[src/rtl/prd_pkg.sv]
package prd_pkg;

    typedef enum logic [2:0] {
        MODE_4M,
        MODE_1M,
        MODE_32K,
        MODE_FREEZE,
        MODE_HOLD
    } div_mode_e;

    function automatic div_mode_e decode_div(input logic [2:0] code);
        case (code)
            3'b000:         return MODE_4M;
            3'b001:         return MODE_1M;
            3'b010:         return MODE_32K;
            3'b110, 3'b111: return MODE_HOLD;
            default:        return MODE_FREEZE;
        endcase
    endfunction

    // number of chain bits between two periodic events
    function automatic logic [3:0] rate_shift(input logic [3:0] code);
        case (code)
            4'd0:    return 4'd0;
            4'd1:    return 4'd7;
            4'd2:    return 4'd8;
            default: return code - 4'd1;
        endcase
    endfunction

endpackage

[src/rtl/prd_prescaler.sv]
module prd_prescaler
    import prd_pkg::*;
#(
    parameter int PRE_W = 7
) (
    input  logic      clk,
    input  logic      rst_n,
    input  logic      ref_en,
    input  div_mode_e mode,
    output logic      adv
);
    localparam int SH_W = $clog2(PRE_W + 1);

    typedef struct packed {
        logic [PRE_W-1:0] cnt;
    } pre_state_t;

    pre_state_t       st_d, st_q;
    logic [SH_W-1:0]  sh;
    logic [PRE_W:0]   full_mask;
    logic [PRE_W-1:0] mask;
    logic             running;

    always_comb begin
        st_d    = st_q;
        running = 1'b1;
        sh      = '0;
        case (mode)
            MODE_4M:  sh = SH_W'(PRE_W);
            MODE_1M:  sh = SH_W'(PRE_W - 2);
            MODE_32K: sh = '0;
            default:  running = 1'b0;
        endcase
        full_mask = ({{PRE_W{1'b0}}, 1'b1} << sh) - 1'b1;
        mask      = full_mask[PRE_W-1:0];
        adv       = running && ref_en && ((st_q.cnt & mask) == mask);
        if (mode == MODE_HOLD) begin
            st_d.cnt = '0;
        end else if (running && ref_en) begin
            st_d.cnt = st_q.cnt + PRE_W'(1);
        end
    end

    always_ff @(posedge clk or negedge rst_n) begin
        if (!rst_n) st_q <= '0;
        else        st_q <= st_d;
    end


    hold_clears_pre_chk: assert property (@(posedge clk) disable iff (!rst_n)
        $past(mode == MODE_HOLD) |-> (st_q.cnt == '0));

endmodule

[src/rtl/prd_chain.sv]
module prd_chain #(
    parameter int CHAIN_W = 15
) (
    input  logic               clk,
    input  logic               rst_n,
    input  logic               hold,
    input  logic               adv,
    output logic [CHAIN_W-1:0] cnt_nx,
    output logic [CHAIN_W-1:0] cnt_q,
    output logic               sec_tick
);
    typedef struct packed {
        logic [CHAIN_W-1:0] cnt;
        logic               sec;
    } chain_state_t;

    chain_state_t st_d, st_q;

    always_comb begin
        st_d     = st_q;
        st_d.sec = 1'b0;
        if (hold) begin
            st_d.cnt = '0;
        end else if (adv) begin
            st_d.cnt = st_q.cnt + CHAIN_W'(1);
            st_d.sec = (st_d.cnt == '0);
        end
        cnt_nx = st_d.cnt;
    end

    always_ff @(posedge clk or negedge rst_n) begin
        if (!rst_n) st_q <= '0;
        else        st_q <= st_d;
    end

    assign cnt_q    = st_q.cnt;
    assign sec_tick = st_q.sec;


    hold_clears_chain_chk: assert property (@(posedge clk) disable iff (!rst_n)
        $past(hold) |-> (st_q.cnt == '0 && !st_q.sec));


    sec_at_wrap_chk: assert property (@(posedge clk) disable iff (!rst_n)
        st_q.sec |-> (st_q.cnt == '0 && $past(st_q.cnt) == {CHAIN_W{1'b1}}));

endmodule

[src/rtl/prd_tap.sv]
module prd_tap
    import prd_pkg::*;
#(
    parameter int CHAIN_W = 15
) (
    input  logic               clk,
    input  logic               rst_n,
    input  logic               adv,
    input  logic [CHAIN_W-1:0] cnt_nx,
    input  logic [3:0]         rate_sel,
    input  logic               per_ie,
    input  logic               sqw_en,
    output logic               per_pulse,
    output logic               per_irq,
    output logic               sqw_out
);
    typedef struct packed {
        logic pulse;
        logic irq;
        logic sqw;
    } tap_state_t;

    tap_state_t         st_d, st_q;
    logic [3:0]         k;
    logic [3:0]         km1;
    logic               active;
    logic [CHAIN_W:0]   full_mask;
    logic [CHAIN_W-1:0] mask;
    logic [CHAIN_W-1:0] shifted;

    always_comb begin
        k         = rate_shift(rate_sel);
        km1       = k - 4'd1;
        active    = (rate_sel != 4'd0);
        full_mask = ({{CHAIN_W{1'b0}}, 1'b1} << k) - 1'b1;
        mask      = full_mask[CHAIN_W-1:0];
        shifted   = cnt_nx >> km1;
        st_d.pulse = active && adv && ((cnt_nx & mask) == '0);
        st_d.irq   = st_d.pulse && per_ie;
        st_d.sqw   = active && sqw_en && shifted[0];
    end

    always_ff @(posedge clk or negedge rst_n) begin
        if (!rst_n) st_q <= '0;
        else        st_q <= st_d;
    end

    assign per_pulse = st_q.pulse;
    assign per_irq   = st_q.irq;
    assign sqw_out   = st_q.sqw;


    rate_off_quiet_chk: assert property (@(posedge clk) disable iff (!rst_n)
        $past(rate_sel == 4'd0) |-> (!st_q.pulse && !st_q.sqw));


    irq_needs_pulse_chk: assert property (@(posedge clk) disable iff (!rst_n)
        st_q.irq |-> (st_q.pulse && $past(per_ie)));


    sqw_gated_chk: assert property (@(posedge clk) disable iff (!rst_n)
        !$past(sqw_en) |-> !st_q.sqw);

endmodule

[src/rtl/prd_rate_divider.sv]
module prd_rate_divider
    import prd_pkg::*;
#(
    parameter int PRE_W   = 7,
    parameter int CHAIN_W = 15
) (
    input  logic       clk,
    input  logic       rst_n,
    input  logic       ref_en,
    input  logic [2:0] div_ctl,
    input  logic [3:0] rate_sel,
    input  logic       per_ie,
    input  logic       sqw_en,
    output logic       sec_tick,
    output logic       per_pulse,
    output logic       per_irq,
    output logic       sqw_out
);
    div_mode_e          mode;
    logic               adv;
    logic [CHAIN_W-1:0] cnt_nx;
    logic [CHAIN_W-1:0] cnt_q;

    assign mode = decode_div(div_ctl);

    prd_prescaler #(.PRE_W(PRE_W)) u_pre (
        .clk    (clk),
        .rst_n  (rst_n),
        .ref_en (ref_en),
        .mode   (mode),
        .adv    (adv)
    );

    prd_chain #(.CHAIN_W(CHAIN_W)) u_chain (
        .clk      (clk),
        .rst_n    (rst_n),
        .hold     (mode == MODE_HOLD),
        .adv      (adv),
        .cnt_nx   (cnt_nx),
        .cnt_q    (cnt_q),
        .sec_tick (sec_tick)
    );

    prd_tap #(.CHAIN_W(CHAIN_W)) u_tap (
        .clk       (clk),
        .rst_n     (rst_n),
        .adv       (adv),
        .cnt_nx    (cnt_nx),
        .rate_sel  (rate_sel),
        .per_ie    (per_ie),
        .sqw_en    (sqw_en),
        .per_pulse (per_pulse),
        .per_irq   (per_irq),
        .sqw_out   (sqw_out)
    );


    freeze_keeps_chain_chk: assert property (@(posedge clk) disable iff (!rst_n)
        $past(mode == MODE_FREEZE) |-> $stable(cnt_q));

endmodule

[config.mk]
export PLATFORM = sky130hd
export DESIGN_NAME = prd_rate_divider
export DESIGN_NICKNAME = d
export VERILOG_FILES = /design/src/rtl/prd_pkg.sv /design/src/rtl/prd_prescaler.sv /design/src/rtl/prd_chain.sv /design/src/rtl/prd_tap.sv /design/src/rtl/prd_rate_divider.sv
export SDC_FILE = /design/constraint.sdc
export NUM_CORES = 1
export LEC_CHECK = 0
export BUFFER_PORTS_ARGS = -buffer_cell sky130_fd_sc_hd__buf_4
export CORE_AREA = 2 2 88 90
export DETAILED_ROUTE_END_ITERATION = 8
export DIE_AREA = 0 0 90 92
export PLACE_DENSITY = 0.52
export SLEW_MARGIN = 30
export SYNTH_ARGS = -nofsm -noshare
export SYNTH_HDL_FRONTEND = slang
export SYNTH_SLANG_ARGS = --single-unit
[constraint.sdc]
create_clock -name clk -period 2.6 [get_ports clk]
set_input_delay 0.39 -clock clk [delete_from_list [all_inputs] [get_ports clk]]
set_output_delay 0.39 -clock clk [all_outputs]
set_load 0.01 [all_outputs]
# == Yosys cells after proc, flatten, opt, wreduce, memory -nomap -nowiden ==
# Index checks and enable logic that the tools add are counted.
# totals
inputBits,12
word_cells,52
ff_bits,26
# classes
mux,9
eq_ne,10
n_reduce_logical,16
shift,3
addsub,6
n_bitwise,2
# ops
operator,count
$logic_not A15 Y1,2
$mux W16,1
$add A15 B1 Y15 const B,1
$and A15 B15 Y15,1
$mux W15,1
$shl A1 B4 Y15 const A,1
$shr A15 B4 Y1,1
$sub A15 B1 Y15 const B,1
$mux W7,2
$pmux W3 S4,1
$pmux W4 S3,1
$eq A3 B3 Y1 const B,3
$sub A4 B1 Y4 const B,2
$add A7 B1 Y7 const B,1
$and A7 B7 Y7,1
$eq A7 B7 Y1,1
$logic_and A1 B1 Y1,7
$shl A1 B3 Y7 const A,1
$sub A7 B1 Y7 const B,1
$eq A3 B1 Y1 const B,2
$eq A3 B2 Y1 const B,2
$logic_not A3 Y1,2
$pmux W3 S2,1
$eq A4 B1 Y1 const B,1
7 further kinds,8

# == Logic depth before layout (Yosys ltp) ==
# Gate-level depths: netlist of the first run.
# logic_depth
ltp_word,16
ltp_mapped,17
ltp_nobuf,14

# == Modules after synthesis ==
# Synthesis of the first run repeated with hierarchy kept, for this count alone.
# hier_totals
cells_unflattened,324
area_unflattened_um2,2710.1
# modules_own_cells
module,cells_per_inst,area_per_inst_um2,n_inst
prd_chain,124,1126.1,1
prd_tap,148,1098.6,1
prd_prescaler,47,447.9,1
prd_rate_divider,5,37.5,1

# == Worst setup path before layout of the first run ==
# No wires, ideal clock.
# synth_path
kind,input port to flip-flop
from,in rate_sel[0]
to,reg u_tap.st_q (netlist bit u_tap.per_irq)
t_arrival_ps,3490
required_time_ps,2504
slack_ps,-986
n_path_buf,3
setup_ps,96
cell_stages,17
cell_sequence,inv_1 > ha_1 > buf_2 > o21a_1 > o21ai_1 > inv_1 > ha_1 > clkbuf_1 > nand2_1 > ha_1 > clkbuf_1 > o31ai_2 > o31ai_1 > nand3_1 > a32oi_1 > o2111ai_1 > nor4_2
# synth_lines
item,line_no,text
from (decl),prd_rate_divider.sv:11,"input logic [3:0] rate_sel,"
to (signal assigned),prd_tap.sv:45,else st_q <= st_d;
to (decl),prd_tap.sv:23,"tap_state_t st_d, st_q;"

==> Flow_metrics.wiki, run 1 <==
{| class="wikitable"
! Metric !! Value
|-
| Result of the run || finished with violations
|-
| Failing checks || setup timing
|-
| RSZ-0062 raised after global routing || yes
|-
| Number of rows in the core area || 32
|-
| Req. time, crit path || 2.79 ns
|-
| Crit Path Class || input pin to flip-flop
|-
| Leakage power total || about 1.5 nW
|-
| Tightest slew margin relative to the limit || 48.2%
|-
| Initial cell density of the core || between 30% and 40%
|-
| Syn avg cell area || 8.24 sq um
|-
| Final Power || ~1.2 mW
|-
| Int Power || roughly 0.8 mW
|-
| Clock share of power || a little over a fifth
|-
| Hold slack final || 0.00281 ns
|-
| Most frequent standard cell in the layout excluding fill and tap cells || buf_4
|-
| Number of global-route vias before repair || 2,550
|-
| Clock net sink count || 26
|-
| Slew at the pin closest to its max-slew limit || 0.776 ns
|-
| Detailed-route DRC error count || 0
|-
| Launch point of the critical path || rate_sel[1]
|-
| H-tree levels || 1
|-
| Most used cells in the layout excluding fill and tap cells || buf_4, nor2_1, nand2_1
|-
| Boundary Pins || 16
|-
| Maximum fanout encountered on the critical timing path || 7
|-
| Final worst-path setup slack || -0.0223 ns
|-
| Post-synthesis sequential area ratio || 25.2%
|-
| Total net switching power || 0.407 mW
|-
| Total GRT Usage || a little under a fifth
|-
| Flop pwr share || 35.3%
|-
| Vertical die dimension || 92 um
|-
| CTS root buf || clkbuf_8
|-
| Arrival time of the worst setup path || 2.81 ns
|-
| VDD IR max || 0.124 mV
|-
| Clock edge transition at the registers on the reported setup and hold paths || 0.09 ns
|-
| Number of hold violations in the final report || 0
|-
| Fraction of layout instances using a drive strength above 1 || 34.0%
|-
| Cell area power density || 342 mW/mm^2
|-
| Placer's final routability congestion estimate || about 0.83
|-
| Post-Synthesis Net Count || 337
|-
| Switch share || 33.6%
|-
| Reg-to-Reg Start || u_chain.cnt_q[0]$_DFF_PN0_
|-
| Count of fill cells added during filler insertion || about 760
|-
| Pin count of the biggest net entering global routing || 27
|-
| Die area || 0.00828 sq mm
|-
| Number of diodes || 0
|-
| Maximum clock frequency || between 0.3 and 0.4 GHz
|-
| Net count, final || 407
|-
| Number of unique standard cell types used by synthesis || 67
|-
| Maximum clock insertion buffer count || 2
|-
| Share of the clock period used by the worst path after layout || 101%
|-
| Wire length of the first global-routing pass || about 12,000 um
|-
| Count of synthesis-stage warnings from yosys || 0
|-
| Number of storage elements in the synthesis netlist || 26
|-
| Total gr overflow || 0
|-
| Dominant synthesized flop cell || dfrtp_1
|-
| Worst clock skew || 0.00224 ns
|-
| Min-delay worst type || input pin to async pin
|-
| Number of flops mapped to enable cells by yosys || 0
|-
| Total of buffers placed on input and output ports || 15
|-
| Detailed Place HPWL || 5940 um
|-
| Placeable core area || 0.00745 sq mm
|-
| Number of antenna violations at the first check in global routing || 0
|-
| DRT iter0 DRCs || 108
|-
| Final-report max-slew violation count || 0
|-
| Total negative setup slack || -0.0223 ns
|-
| Detailed-route wire length per cell || approximately 16 um
|-
| Total standard cell area after synthesis || 0.00258 sq mm
|-
| Combinational share of power || 42.9%
|-
| Routed via count divided by cell count || 5.41
|-
| Number of vias after detailed routing || 2,620
|-
| Post-Place Worst Slack || -0.486 ns
|-
| Clock network latency to the later pin of the worst-skew pair || 0.27 ns
|-
| Share of synthesized flip-flops with an asynchronous set or reset || 100%
|-
| Number of CTS-inserted buffers || 3
|-
| Number of max-cap violations || 0
|-
| Overall routed net length || 7610 um
|-
| Antenna viol nets, final || 0
|-
| Count of TritonRoute iterations in the first routing pass || 4
|-
| Critical path endpoint category || flip-flop
|-
| Clock tree from TritonCTS || done
|-
| CP Launch Type || input pin
|-
| Synth Instances || about 310
|-
| Relative area change from synthesis to final layout || 37.5%
|-
| DIE WIDTH || 90 um
|-
| Post-layout min period || 2.62 ns
|-
| Final setup fails || 1
|}
[power by group through the flow]
| stage | clock network (mW) | logic [mW] | registers, mW |
|---|---|---|---|
| global route | 0.286 | 0.570 | 0.431 |
| floorplan | 0 | 0.279 | 0.437 |
| detailed placement | 0 | 0.463 | 0.436 |
| finish | 0.264 | 0.520 | 0.428 |
| global placement | 0 | 0.461 | 0.435 |
| CTS | 0.271 | 0.486 | 0.428 |
[cells by family (layout without fill, tap and decap cells)]
family / after synthesis / count (layout) / synth area share (%)
AND/OR/NAND/NOR: 134 / 134 / 27.6
AO/OA/AOI/OAI: 73 / 73 / 22.0
XOR/XNOR: 28 / 28 / 9.51
buffers and inverters: 28 / 97 / 4.61
flip-flops: 26 / 26 / 25.2
adder cells (fa/ha/maj): 12 / 12 / 5.82
multiplexers: 12 / 12 / 5.24
[stage by stage]
step | std cells | instance area [sq um] | util [%]
detailed placement | 473 | 3290 | 44.2
floorplan | 313 | 2710 | -
CTS | 479 | 3430 | 46.0
global route | 484 | 3550 | 47.6
finish | 484 | 3550 | 47.6
global placement | 473 | 3290 | 44.2
[Yosys cell counts (3+ instances only)]
cell      number  area (sq um)
nand4_1        6          37.5
nor3_1        10          50.1
and2_1         5          31.3
a21oi_1       14          70.1
buf_2          5          25.0
a31oi_1        6          37.5
mux2i_1        9          90.1
nor3_2         3          30.0
o21ai_0        9          45.0
o31ai_1        3          22.5
dfrtp_1       26           651
or4_1          6          45.0
nand3_1       12          60.1
clkbuf_1       8          30.0
xnor2_1       17           149
inv_1         12          45.0
nor2b_1        3          18.8
o211ai_1       3          22.5
nor2_1        33           124
ha_1          12           150
xor2_1        11          96.3
and3_1         5          31.3
nand2_1       30           113
nor4_1         5          31.3
o311ai_0       3          26.3
[area by class of cell]
type / count / area, sq um / share of cell area [%]
clock buffers: 4 / 55.1 / 1.55
multi-input cells: 259 / 2010 / 56.5
repair buffers: 81 / 641 / 18.1
flip-flops and latches: 26 / 651 / 18.3
inverters: 12 / 67.6 / 1.90
well taps: 102 / 128 / 3.60
[worst max-delay path, cell delays in order]
cell and delay (ns):
buf_12 0.10, inv_12 0.03, ha_4 0.17, o21a_4 0.21, o21ai_4 0.23, inv_4 0.07
buf_6 0.12, ha_4 0.18, nand2_4 0.07, ha_4 0.14, o31ai_4 0.06, o31ai_1 0.25
nand3_1 0.12, a32oi_2 0.20, o2111ai_2 0.18, nor4_2 0.28
[per-layer routing]
| metal | track usage (%) | routed length [um] | share of wire [%] | vias to the layer above |
|---|---|---|---|---|
| met4 | 6.03 | 171 | 2.2 | 0 |
| met3 | 1.81 | 175 | 2.3 | 12 |
| met2 | 34.9 | 4070 | 53 | 46 |
| met1 | 21.4 | 3190 | 42 | 1258 |
| li1 | - | - | - | 1304 |
| met5 | 0 | 0 | 0 | - |
[repair_timing]
action,in CTS,in global routing
setup buffers,2,5
hold buffers,0,0
hold endpoints to repair,0,0
endpoints found under the setup margin,2,3
pin swaps,9,13
gates resized for setup,14,16
[final timing paths]
path                                              end  slack, ns  cells past startpoint
setup / recovery              u_tap.per_irq$_DFF_PN0_      -0.02                     16
hold / removal             u_chain.cnt_q[9]$_DFF_PN0_      0.003                      1
setup reg to reg              u_tap.per_irq$_DFF_PN0_       0.07                      9
hold reg to reg             u_pre.st_q[4]$_DFFE_PN0P_       0.55                      2
max in group asynchronous  u_chain.cnt_q[4]$_DFF_PN0_       2.34                      1
min in group clk              u_tap.per_irq$_DFF_PN0_       0.35                      3
[flip-flops by register name, summed over array words and instances, names as in the netlist]
| register | flops |
|---|---|
| u_pre.st_q | 7 |
| u_tap.per_irq | 1 |
| u_tap.per_pulse | 1 |
| u_chain.sec_tick | 1 |
| u_chain.cnt_q | 15 |
| u_tap.sqw_out | 1 |
Note: power is estimated with default switching activity, not from simulation.
==> run 2, diff against run 1 <==
- BUFFER_PORTS_ARGS: -buffer_cell sky130_fd_sc_hd__buf_4 -> unset
- DONT_BUFFER_PORTS: unset -> 1
- PLACE_DENSITY: 0.52 -> 0.5
- TNS_END_PERCENT: unset -> 100
==> Flow_metrics.wiki, run 2 (synthesis results as in run 1) <==
{| class="wikitable"
! Metric !! Value
|-
| Req. time, crit path || 2.80 ns (was 2.79 ns)
|-
| Peak-usage layer in the global routing report || met2 (unchanged)
|-
| Maximum clock frequency || 0.399 GHz (was 0.381 GHz)
|-
| Routed via count divided by cell count || 5.44 (was 5.41)
|-
| Post-layout min period || 2.51 ns (was 2.62 ns)
|-
| Placed cell count || 455 (was 473)
|-
| Total GRT Usage || 17.7% (was 18.3%)
|-
| Most frequent standard cell in the layout excluding fill and tap cells || buf_4 (unchanged)
|-
| Total of buffers placed on input and output ports || 0 (was 15)
|-
| Clock network latency to the later pin of the worst-skew pair || 0.27 ns (about the same)
|-
| Die area || 0.00828 sq mm (unchanged)
|-
| CTS root buf || clkbuf_8 (unchanged)
|-
| Antenna viol nets, final || 0 (unchanged)
|-
| Post-Place Worst Slack || -0.246 ns (was -0.486 ns)
|-
| Final-report max-slew violation count || 0 (unchanged)
|-
| Detailed Place HPWL || 5660 um (was 5940 um)
|-
| Most repeated library cell on the critical path || ha_4 (unchanged)
|-
| Share of the clock period used by the worst path after layout || 96.4% (was 101%)
|-
| Leakage power total || 1.44 nW (was 1.51 nW)
|-
| Clock edge transition at the registers on the reported setup and hold paths || 0.10 ns (was 0.09 ns)
|-
| Initial cell density of the core || 34.6% (unchanged)
|-
| Final setup fails || 0 (was 1)
|-
| Tightest slew margin relative to the limit || 66.8% (was 48.2%)
|-
| GR met2 Demand/Resource || 32.2% (was 34.9%)
|-
| Number of antenna violations at the first check in global routing || 0 (unchanged)
|-
| H-tree levels || 1 (unchanged)
|-
| VDD IR max || 0.152 mV (was 0.124 mV)
|-
| Cell type of the slowest stage on the worst timing path || o21a_2 (was nor4_2)
|-
| Wire length of the first global-routing pass || 12,200 um (was 12,300 um)
|-
| Result of the run || complete, no violations (was finished with violations)
|-
| Layout Utilization || 46.4% (was 47.6%)
|-
| Relative area change from synthesis to final layout || 33.9% (was 37.5%)
|-
| Number of CTS-inserted buffers || 3 (unchanged)
|-
| Crit Path Class || input pin to flip-flop (unchanged)
|-
| Critical Path Max Stage Delay || 0.26 ns (was 0.28 ns)
|-
| Clock tree from TritonCTS || done (unchanged)
|-
| Count of TritonRoute iterations in the first routing pass || 4 (unchanged)
|-
| Number of flip-flops under the largest register name || 15 (unchanged)
|-
| Maximum fanout encountered on the critical timing path || 7 (unchanged)
|-
| Number of rows in the core area || 32 (unchanged)
|-
| Overall routed net length || 7530 um (was 7610 um)
|-
| Global Route met3 Usage || 1.31% (was 1.81%)
|-
| Fin area || 0.00345 sq mm (was 0.00355 sq mm)
|-
| Total area of multi-input combinational cells || 0.00201 sq mm (about the same)
|-
| Critical path endpoint category || flip-flop (unchanged)
|-
| Placer's final routability congestion estimate || 0.795 (was 0.835)
|-
| Cell area power density || 345 mW/mm^2 (was 342 mW/mm^2)
|-
| Final worst-path setup slack || 0.0939 ns (was -0.0223 ns)
|-
| Maximum clock insertion buffer count || 2 (unchanged)
|-
| Cell-by-cell listing of the critical path || inv_12, ha_4, o21a_1, o21a_2, buf_6, ha_4, nand2_4, ha_4, o31ai_4, o31ai_1, nand3_1, a32oi_1, o2111ai_2, buf_4, nor3_4 (was buf_12, inv_12, ha_4, o21a_4, o21ai_4, inv_4, buf_6, ha_4, nand2_4, ha_4, o31ai_4, o31ai_1, nand3_1, a32oi_2, o2111ai_2, nor4_2)
|-
| Boundary Pins || 16 (unchanged)
|-
| Number of max-cap violations || 0 (unchanged)
|-
| Clock net sink count || 26 (unchanged)
|-
| DRT iter0 DRCs || 89 (was 108)
|-
| Number of global-route vias before repair || 2,496 (was 2,550)
|-
| Fraction of layout instances using a drive strength above 1 || 31.8% (was 34.0%)
|-
| Worst clock skew || 0.00331 ns (was 0.00224 ns)
|-
| Placeable core area || 0.00745 sq mm (unchanged)
|-
| Met1 track demand over resource || 22.8% (was 21.4%)
|-
| RSZ-0062 raised after global routing || yes (unchanged)
|-
| CP Launch Type || input pin (unchanged)
|-
| Total negative setup slack || 0 ns (was -0.0223 ns)
|-
| Detailed-route DRC error count || 0 (unchanged)
|-
| CP Buf/Inv Count || 3 (was 4)
|-
| Number of vias after detailed routing || 2,555 (was 2,620)
|-
| Detailed-route wire length per cell || 16.0 um (was 15.7 um)
|-
| Top Family by Delay on Critical Path || compound AO/OA/AOI/OAI gates (unchanged)
|-
| Post-layout instance count excluding filler cells || 470 (was 484)
|-
| Min-delay worst type || input pin to flip-flop (was input pin to async pin)
|-
| Number of diodes || 0 (unchanged)
|-
| Total gr overflow || 0 (unchanged)
|-
| Slew at the pin closest to its max-slew limit || 0.498 ns (was 0.776 ns)
|-
| FF/Latch Area || 651 sq um (unchanged)
|-
| Placement-stage cell area || 0.00315 sq mm (was 0.00329 sq mm)
|-
| Count of fill cells added during filler insertion || 794 (was 758)
|-
| Net count, final || 393 (was 407)
|-
| DIE WIDTH || 90 um (unchanged)
|-
| Number of hold violations in the final report || 0 (unchanged)
|-
| Arrival time of the worst setup path || 2.71 ns (was 2.81 ns)
|-
| Vertical die dimension || 92 um (unchanged)
|-
| Pin count of the biggest net entering global routing || 27 (unchanged)
|-
| Most used cells in the layout excluding fill and tap cells || buf_4, nor2_1, nand2_1 (unchanged)
|}
==> run 2: path summary, 6_finish.rpt <==
path,from,to,slack [ns],cells after the start
max in group asynchronous,rst_n,u_chain.cnt_q[9]$_DFF_PN0_,1.89,2
max,rate_sel[1],u_tap.per_pulse$_DFF_PN0_,0.09,15
min,per_ie,u_tap.per_irq$_DFF_PN0_,0.23,2
min reg2reg,u_pre.st_q[4]$_DFFE_PN0P_,u_pre.st_q[4]$_DFFE_PN0P_,0.57,2
max reg2reg,u_chain.cnt_q[0]$_DFF_PN0_,u_tap.per_pulse$_DFF_PN0_,0.10,10
min in group asynchronous,rst_n,u_pre.st_q[5]$_DFFE_PN0P_,0.55,2
==> run 2: metrics by stage <==
stage,hold WS (ns),power (mW)
final,0.233,1.19
after global routing,0.236,1.26
after CTS,0.242,1.14
after detailed placement,0.0954,0.859
after global placement,0.0954,0.856
after floorplan,0.0944,0.716
==> run 2: layer usage <==
layer	up-vias	routed length [um]
met5	-	0
met4	0	83
met3	6	171
met2	42	3880
met1	1238	3400
li1	1269	-
==> run 2: where the power goes <==
| part | leakage (nW) | total [mW] | switching [mW] | internal (mW) |
|---|---|---|---|---|
| Sequential | 0.360 | 0.428 | 0.0107 | 0.417 |
| Clock | 0.0288 | 0.271 | 0.135 | 0.136 |
| Combinational | 1.05 | 0.492 | 0.249 | 0.242 |
==> run 2: what timing repair did <==
action,4_1_cts,5_1_grt
endpoints found under the setup margin,0,3
hold buffers,2,0
endpoints found under the hold margin,26,0
buffers inserted,0,8
resized for setup,0,29
==> run 2: layout make-up <==
cell class                 count  share of cell area, %
tap                          102                   3.70
timing repair buffer          66                   15.8
multi-input combinational    260                   58.1
sequential                    26                   18.8
inverter                      12                   1.96
clock buffer                   4                   1.59
